[src/rtl/irq_latch_pkg.sv]
package irq_latch_pkg;
  localparam int unsigned DEF_NUM_SRC = 6;
  localparam int unsigned DEF_PACK_W  = 16;
  localparam int unsigned DEF_DATA_W  = 32;

  typedef enum logic [1:0] {
    REG_ENABLE = 2'd0,
    REG_STATUS = 2'd1,
    REG_CHLIST = 2'd2,
    REG_PACKED = 2'd3
  } reg_sel_e;
endpackage

[src/rtl/irq_src_sync.sv]
module irq_src_sync #(
  parameter int unsigned N      = 6,
  parameter int unsigned STAGES = 2
) (
  input  logic         clk_i,
  input  logic         rst_ni,
  input  logic [N-1:0] src_i,
  output logic [N-1:0] rise_o
);
  logic [N-1:0] pipe_q [STAGES];
  logic [N-1:0] prev_q;

  always_ff @(posedge clk_i or negedge rst_ni) begin
    if (!rst_ni) begin
      for (int s = 0; s < STAGES; s++) pipe_q[s] <= '0;
      prev_q <= '0;
    end else begin
      pipe_q[0] <= src_i;
      for (int s = 1; s < STAGES; s++) pipe_q[s] <= pipe_q[s-1];
      prev_q <= pipe_q[STAGES-1];
    end
  end

  assign rise_o = pipe_q[STAGES-1] & ~prev_q;

  // an edge indication lasts exactly one cycle
  p_rise_single_r2: assert property (@(posedge clk_i) disable iff (!rst_ni)
    (|rise_o) |=> ((rise_o & $past(rise_o)) == '0));
endmodule

[src/rtl/irq_status_bank.sv]
module irq_status_bank #(
  parameter int unsigned N = 6
) (
  input  logic         clk_i,
  input  logic         rst_ni,
  input  logic         en_we_i,
  input  logic [N-1:0] en_wdata_i,
  input  logic [N-1:0] rise_i,
  output logic [N-1:0] en_o,
  output logic [N-1:0] status_o
);
  logic [N-1:0] en_q, en_d;
  logic [N-1:0] status_q, status_d;

  // set needs enable before and after this edge; disabling clears
  always_comb begin
    en_d     = en_we_i ? en_wdata_i : en_q;
    status_d = (status_q | (rise_i & en_q)) & en_d;
  end

  always_ff @(posedge clk_i or negedge rst_ni) begin
    if (!rst_ni) begin
      en_q     <= '0;
      status_q <= '0;
    end else begin
      en_q     <= en_d;
      status_q <= status_d;
    end
  end

  assign en_o     = en_q;
  assign status_o = status_q;

  p_edge_sets_r2: assert property (@(posedge clk_i) disable iff (!rst_ni)
    (!en_we_i && |(rise_i & en_o)) |=>
      ((status_o & $past(rise_i & en_o)) == $past(rise_i & en_o)));

  p_set_needs_en_r3: assert property (@(posedge clk_i) disable iff (!rst_ni)
    (|(rise_i & ~en_o)) |=> ((status_o & ~$past(status_o) & $past(rise_i & ~en_o)) == '0));

  p_clear_on_disable_r4: assert property (@(posedge clk_i) disable iff (!rst_ni)
    en_we_i |=> ((status_o & ~$past(en_wdata_i)) == '0));

  p_status_only_grows_r4: assert property (@(posedge clk_i) disable iff (!rst_ni)
    !en_we_i |=> ((~status_o & $past(status_o)) == '0));
endmodule

[src/rtl/irq_level_gen.sv]
module irq_level_gen #(
  parameter int unsigned N = 6
) (
  input  logic         clk_i,
  input  logic         rst_ni,
  input  logic [N-1:0] status_i,
  output logic         irq_o
);
  logic armed_q, irq_q;
  logic any_set;

  assign any_set = |status_i;

  always_ff @(posedge clk_i or negedge rst_ni) begin
    if (!rst_ni) begin
      armed_q <= 1'b1;
      irq_q   <= 1'b0;
    end else if (!any_set) begin
      armed_q <= 1'b1;
      irq_q   <= 1'b0;
    end else if (armed_q) begin
      armed_q <= 1'b0;
      irq_q   <= 1'b1;
    end
  end

  assign irq_o = irq_q;

  p_rise_after_set_r6: assert property (@(posedge clk_i) disable iff (!rst_ni)
    $rose(irq_o) |-> $past(any_set));

  p_hold_while_set_r6: assert property (@(posedge clk_i) disable iff (!rst_ni)
    (irq_o && any_set) |=> irq_o);

  p_drop_on_zero_r7: assert property (@(posedge clk_i) disable iff (!rst_ni)
    !any_set |=> !irq_o);
endmodule

[src/rtl/irq_pack.sv]
module irq_pack #(
  parameter int unsigned N     = 6,
  parameter int unsigned OUT_W = 16,
  parameter int unsigned CH_W  = $clog2(N),
  parameter int unsigned LEN_W = $clog2(N + 1),
  parameter int unsigned LIST_W = LEN_W + N * CH_W
) (
  input  logic [LIST_W-1:0] list_i,
  input  logic [N-1:0]      status_i,
  output logic [OUT_W-1:0]  packed_o
);
  localparam int unsigned SPAN = 1 << CH_W;
  localparam logic [LEN_W-1:0] MAX_LEN = LEN_W'(N);

  logic [SPAN-1:0]  padded;
  logic [LEN_W-1:0] len_raw, len_eff;

  assign padded  = SPAN'(status_i);
  assign len_raw = list_i[LEN_W-1:0];
  assign len_eff = (len_raw > MAX_LEN) ? MAX_LEN : len_raw;

  for (genvar k = 0; k < OUT_W; k++) begin : g_bit
    if (k < N) begin : g_live
      localparam logic [LEN_W-1:0] KV = LEN_W'(k);
      logic [CH_W-1:0] sel;
      assign sel         = list_i[LEN_W + k*CH_W +: CH_W];
      assign packed_o[k] = (KV < len_eff) ? padded[sel] : 1'b0;
    end else begin : g_dead
      assign packed_o[k] = 1'b0;
    end
  end

  always_comb begin
    a_len_bound_r10: assert (len_eff <= MAX_LEN);
  end
endmodule

[src/rtl/irq_latch_ctrl.sv]
module irq_latch_ctrl
  import irq_latch_pkg::*;
#(
  parameter int unsigned NUM_SRC     = DEF_NUM_SRC,
  parameter int unsigned SYNC_STAGES = 2,
  parameter int unsigned PACK_W      = DEF_PACK_W,
  parameter int unsigned DATA_W      = DEF_DATA_W
) (
  input  logic               clk_i,
  input  logic               rst_ni,
  input  logic [NUM_SRC-1:0] src_i,
  input  logic               bus_we_i,
  input  logic [1:0]         bus_addr_i,
  input  logic [DATA_W-1:0]  bus_wdata_i,
  output logic [DATA_W-1:0]  bus_rdata_o,
  output logic               irq_o
);
  localparam int unsigned CH_W   = $clog2(NUM_SRC);
  localparam int unsigned LEN_W  = $clog2(NUM_SRC + 1);
  localparam int unsigned LIST_W = LEN_W + NUM_SRC * CH_W;

  reg_sel_e              sel;
  logic                  en_we, list_we;
  logic [NUM_SRC-1:0]    rise, en, status;
  logic [LIST_W-1:0]     list_q;
  logic [PACK_W-1:0]     packed_w;

  assign sel     = reg_sel_e'(bus_addr_i);
  assign en_we   = bus_we_i && (sel == REG_ENABLE);
  assign list_we = bus_we_i && (sel == REG_CHLIST);

  always_ff @(posedge clk_i or negedge rst_ni) begin
    if (!rst_ni)      list_q <= '0;
    else if (list_we) list_q <= bus_wdata_i[LIST_W-1:0];
  end

  irq_src_sync #(.N(NUM_SRC), .STAGES(SYNC_STAGES)) i_sync (
    .clk_i, .rst_ni, .src_i, .rise_o(rise)
  );

  irq_status_bank #(.N(NUM_SRC)) i_bank (
    .clk_i, .rst_ni,
    .en_we_i(en_we), .en_wdata_i(bus_wdata_i[NUM_SRC-1:0]),
    .rise_i(rise), .en_o(en), .status_o(status)
  );

  irq_level_gen #(.N(NUM_SRC)) i_irq (
    .clk_i, .rst_ni, .status_i(status), .irq_o
  );

  irq_pack #(.N(NUM_SRC), .OUT_W(PACK_W), .CH_W(CH_W), .LEN_W(LEN_W), .LIST_W(LIST_W)) i_pack (
    .list_i(list_q), .status_i(status), .packed_o(packed_w)
  );

  always_comb begin
    bus_rdata_o = '0;
    unique case (sel)
      REG_ENABLE: bus_rdata_o[NUM_SRC-1:0] = en;
      REG_STATUS: bus_rdata_o[NUM_SRC-1:0] = status;
      REG_CHLIST: bus_rdata_o[LIST_W-1:0]  = list_q;
      REG_PACKED: bus_rdata_o[PACK_W-1:0]  = packed_w;
      default:    bus_rdata_o = '0;
    endcase
  end

  // a status write strobe must not disturb state
  p_status_ro_r8: assert property (@(posedge clk_i) disable iff (!rst_ni)
    (bus_we_i && sel == REG_STATUS) |=> ($stable(en) && $stable(list_q)));
endmodule

[config.mk]
export PLATFORM = sky130hd
export DESIGN_NAME = irq_latch_ctrl
export DESIGN_NICKNAME = d
export VERILOG_FILES = /design/src/rtl/irq_latch_pkg.sv /design/src/rtl/irq_src_sync.sv /design/src/rtl/irq_status_bank.sv /design/src/rtl/irq_level_gen.sv /design/src/rtl/irq_pack.sv /design/src/rtl/irq_latch_ctrl.sv
export SDC_FILE = /design/constraint.sdc
export NUM_CORES = 1
export LEC_CHECK = 0
export BUFFER_PORTS_ARGS = -buffer_cell sky130_fd_sc_hd__buf_4
export CORE_UTILIZATION = 50
export CTS_CLUSTER_SIZE = 25
export DETAILED_ROUTE_END_ITERATION = 16
export PLACE_DENSITY_LB_ADDON = 0.05
export RECOVER_POWER = 50
export SLEW_MARGIN = 20
export SYNTH_ARGS = -nofsm -noshare
export SYNTH_HDL_FRONTEND = slang
export SYNTH_SLANG_ARGS = --single-unit
[constraint.sdc]
create_clock -name clk_i -period 2.9 [get_ports clk_i]
set_clock_uncertainty 0.1 [all_clocks]
set_input_delay 0.29 -clock clk_i [delete_from_list [all_inputs] [get_ports clk_i]]
set_output_delay 0.29 -clock clk_i [all_outputs]
set_load 0.1 [all_outputs]
==> flow_summary.yaml <==
status:
  status: "finished clean"
clocking:
  cts.repair.resized: 0
  cts_tree: "built"
  cts_max_path_buffers: 2
  cts_max_level: 2
  ctsHoldBuffers: 7
  cts-root-buf: "clkbuf_8"
  cts_setup_buffers: 0
  clock_latency_ns: 0.30
  numCtsBuffers: 5
  clk_pin_slew_ns: 0.09
  clock_sinks: 53
job:
  max-cap-violations: 0
finish:
  diodes: 0
  area_growth_pct: 20.8
  drive_above_1_share_pct: 33.1
  stdcell_count: 339
  nets: 314
drt:
  wirelength_um: 4860
  dr.pass1.iters: 4
  via_per_inst: 5.15
  vias: 1746
  drc: 0
  postRouteAntennaNets: 0
  first_iter_violations: 67
  avgRoutedWirePerCell_um: 14.3
worst_setup_path:
  cp.buffers_inverters: 1
  crit_chain: "mux4_2 > mux2i_1 > o31ai_2 > buf_4"
  critical_path_class: "reg2out"
  endpoint_kind: "primary output"
  cp_max_fo: 9
  crit_arrival_ns: 1.84
  cpPeakStageDelay_ns: 0.51
  crit_required_ns: 2.51
  crit_cells: 4
  startpoint_type: "flop"
  cp_slowest_cell: "dfrtp_1"
  ff2ff_path_depth: 3
  path_delay_family: "multiplexers"
place:
  portBuffers: 53
  place_hpwl_um: 3410
  gp_congestion: 0.884
  place_inst: 324
floorplanning:
  design.die.area_sq_um: 5530
  die_w_um: 74.4
  fp-row-count: 25
  coreArea_sq_um: 4880
  initial_core_util_pct: 53.7
  die_h_um: 74.4
  pin_count: 76
global_route:
  grt_overflow: 0
  grt_pass1_vias: 1690
  antenna_found_initial: 0
  grt_pass1_wl_um: 8100
  grt_max_degree: 54
  track_usage_pct: 19.8
power_and_ir_drop:
  leakagePower_nw: 1.54
  irDropWorstVdd_mv: 0.388
  power_density_nw_per_um2: 691
sta:
  fin_hold_ws_ns: 0.109
  min_period_over_period_pct: 76.9
  grt_setup_unrepaired: "no"
  worst_slew_pin_slew_ns: 1.27
  finalCriticalPeriod_ns: 2.23
  maxSlewHeadroom_pct: 15.1
  setup_tns_ns: 0
  setup_viol: 0
  finalHoldViolCount: 0
  slew_viol_final: 0
  fmax_ghz: 0.449
synth:
  synth_ff_type: "dfrtp_1"
  avgSynthCellArea_sq_um: 12.1
  ys_seq_area_share_pct: 50.7
  syn_area_sq_um: 2620
  synth_cell_type_count: 37
  yosysWarnings: 0
  synth_seq_cells: 53
  syn_inst: 216
  synth_edf_count: 0
  async_flop_share_pct: 100
hold_path:
  hp-class: "in2reg"
  min_path_cells: 2
[cell families after synthesis]
kind of cell | after synthesis | synth area share (%)
AO/OA/AOI/OAI | 29 | 7.17
buffers and inverters | 25 | 6.02
flip-flops | 53 | 50.7
multiplexers | 46 | 22.7
other | 1 | 0.143
AND/OR/NAND/NOR | 62 | 13.2
[cell usage after synthesis, types with 2 or more instances]
master | number | area [sq um]
dfrtp_1 | 52 | 1300
nor2_1 | 21 | 78.8
mux2_4 | 20 | 300
mux2i_1 | 16 | 160
and2_1 | 15 | 93.8
buf_4 | 12 | 90.1
mux2_2 | 8 | 90.1
a21oi_1 | 7 | 35.0
o21a_1 | 6 | 45.0
clkbuf_1 | 5 | 18.8
nand2_1 | 5 | 18.8
nor3_1 | 5 | 25.0
o21ai_0 | 5 | 25.0
a22oi_1 | 4 | 30.0
nand2b_1 | 4 | 25.0
inv_1 | 3 | 11.3
nor2b_1 | 3 | 18.8
a31oi_1 | 2 | 12.5
and3b_1 | 2 | 17.5
buf_2 | 2 | 10.0
buf_6 | 2 | 22.5
mux4_2 | 2 | 45.0
[worst paths after layout]
check                                   endpoint  slack [ns]               start
worst max-delay path              bus_rdata_o[2]        0.67  i_bank.status_o[1]
worst min-delay path                   list_q[7]        0.11      bus_wdata_i[7]
worst max register to register       i_irq.irq_o        1.38  i_bank.status_o[1]
worst min register to register  i_sync.pipe_q[1]        0.25    i_sync.pipe_q[7]
max in group asynchronous       i_sync.pipe_q[5]        1.22              rst_ni
min in group asynchronous             list_q[13]        0.70              rst_ni
[layout make-up]
| class | count | area [sq um] |
|---|---|---|
| fillers | 424 | 1720 |
| inverters | 3 | 11.3 |
| well taps | 67 | 83.8 |
| multi-input cells | 148 | 1160 |
| clock inverters | 2 | 38.8 |
| repair buffers | 60 | 465 |
| clock buffers | 6 | 72.6 |
| flip-flops and latches | 53 | 1330 |
[stage by stage]
stage	area [sq um]	power (mW)	util, %	setup WS, ns
3_5_place_dp	3000	1.71	61.4	0.840
6_report	3160	2.19	64.8	0.671
2_1_floorplan	2660	1.55	-	0.0449
4_1_cts	3180	2.22	65.1	0.635
5_1_grt	3160	2.29	64.8	0.542
3_3_place_gp	3000	1.70	61.4	0.836
[cells in the final DEF (no fill, tap or decap), types with 4 or more instances in the layout]
cell type      count
clkbuf_8           5
dfrtp_1           52
mux2i_1           16
buf_4             46
conb_1            11
clkbuf_4           6
nand2b_1           4
nor2_1            21
and2_1            15
a22oi_1            4
mux2_4            20
nand2_1            5
mux2_1             5
o21ai_0            4
dlygate4sd3_1      7
a21oi_1            7
nor3_1             5
o21a_1             6
[layer usage]
metal	vias up	part of all wire [%]	track usage [%]	wire length, um
met2	56	47	32.0	2310
met4	0	1.5	6.08	74
li1	838	-	-	-
met1	844	46	26.4	2260
met3	8	4.5	4.74	221
met5	-	0	0	0
[sequential cells by signal, indices dropped and copies added, names as in the netlist]
signal	flops
list_q	21
i_sync.pipe_q	12
i_bank.en_o	6
i_bank.status_o	6
i_sync.prev_q	6
i_irq.armed_q	1
i_irq.irq_o	1
[worst reg2reg max path, cell delays in order (launching register included)]
cell     delay (ns)
dfrtp_1        0.51
or4_1          0.59
nor3_2         0.16
nor2_1         0.07
[power breakdown]
group / internal, mW / switching, mW
logic: 0.258 / 0.462
registers: 0.848 / 0.125
clock network: 0.259 / 0.233
total: 1.37 / 0.820
Note: power is estimated with default switching activity, not from simulation.
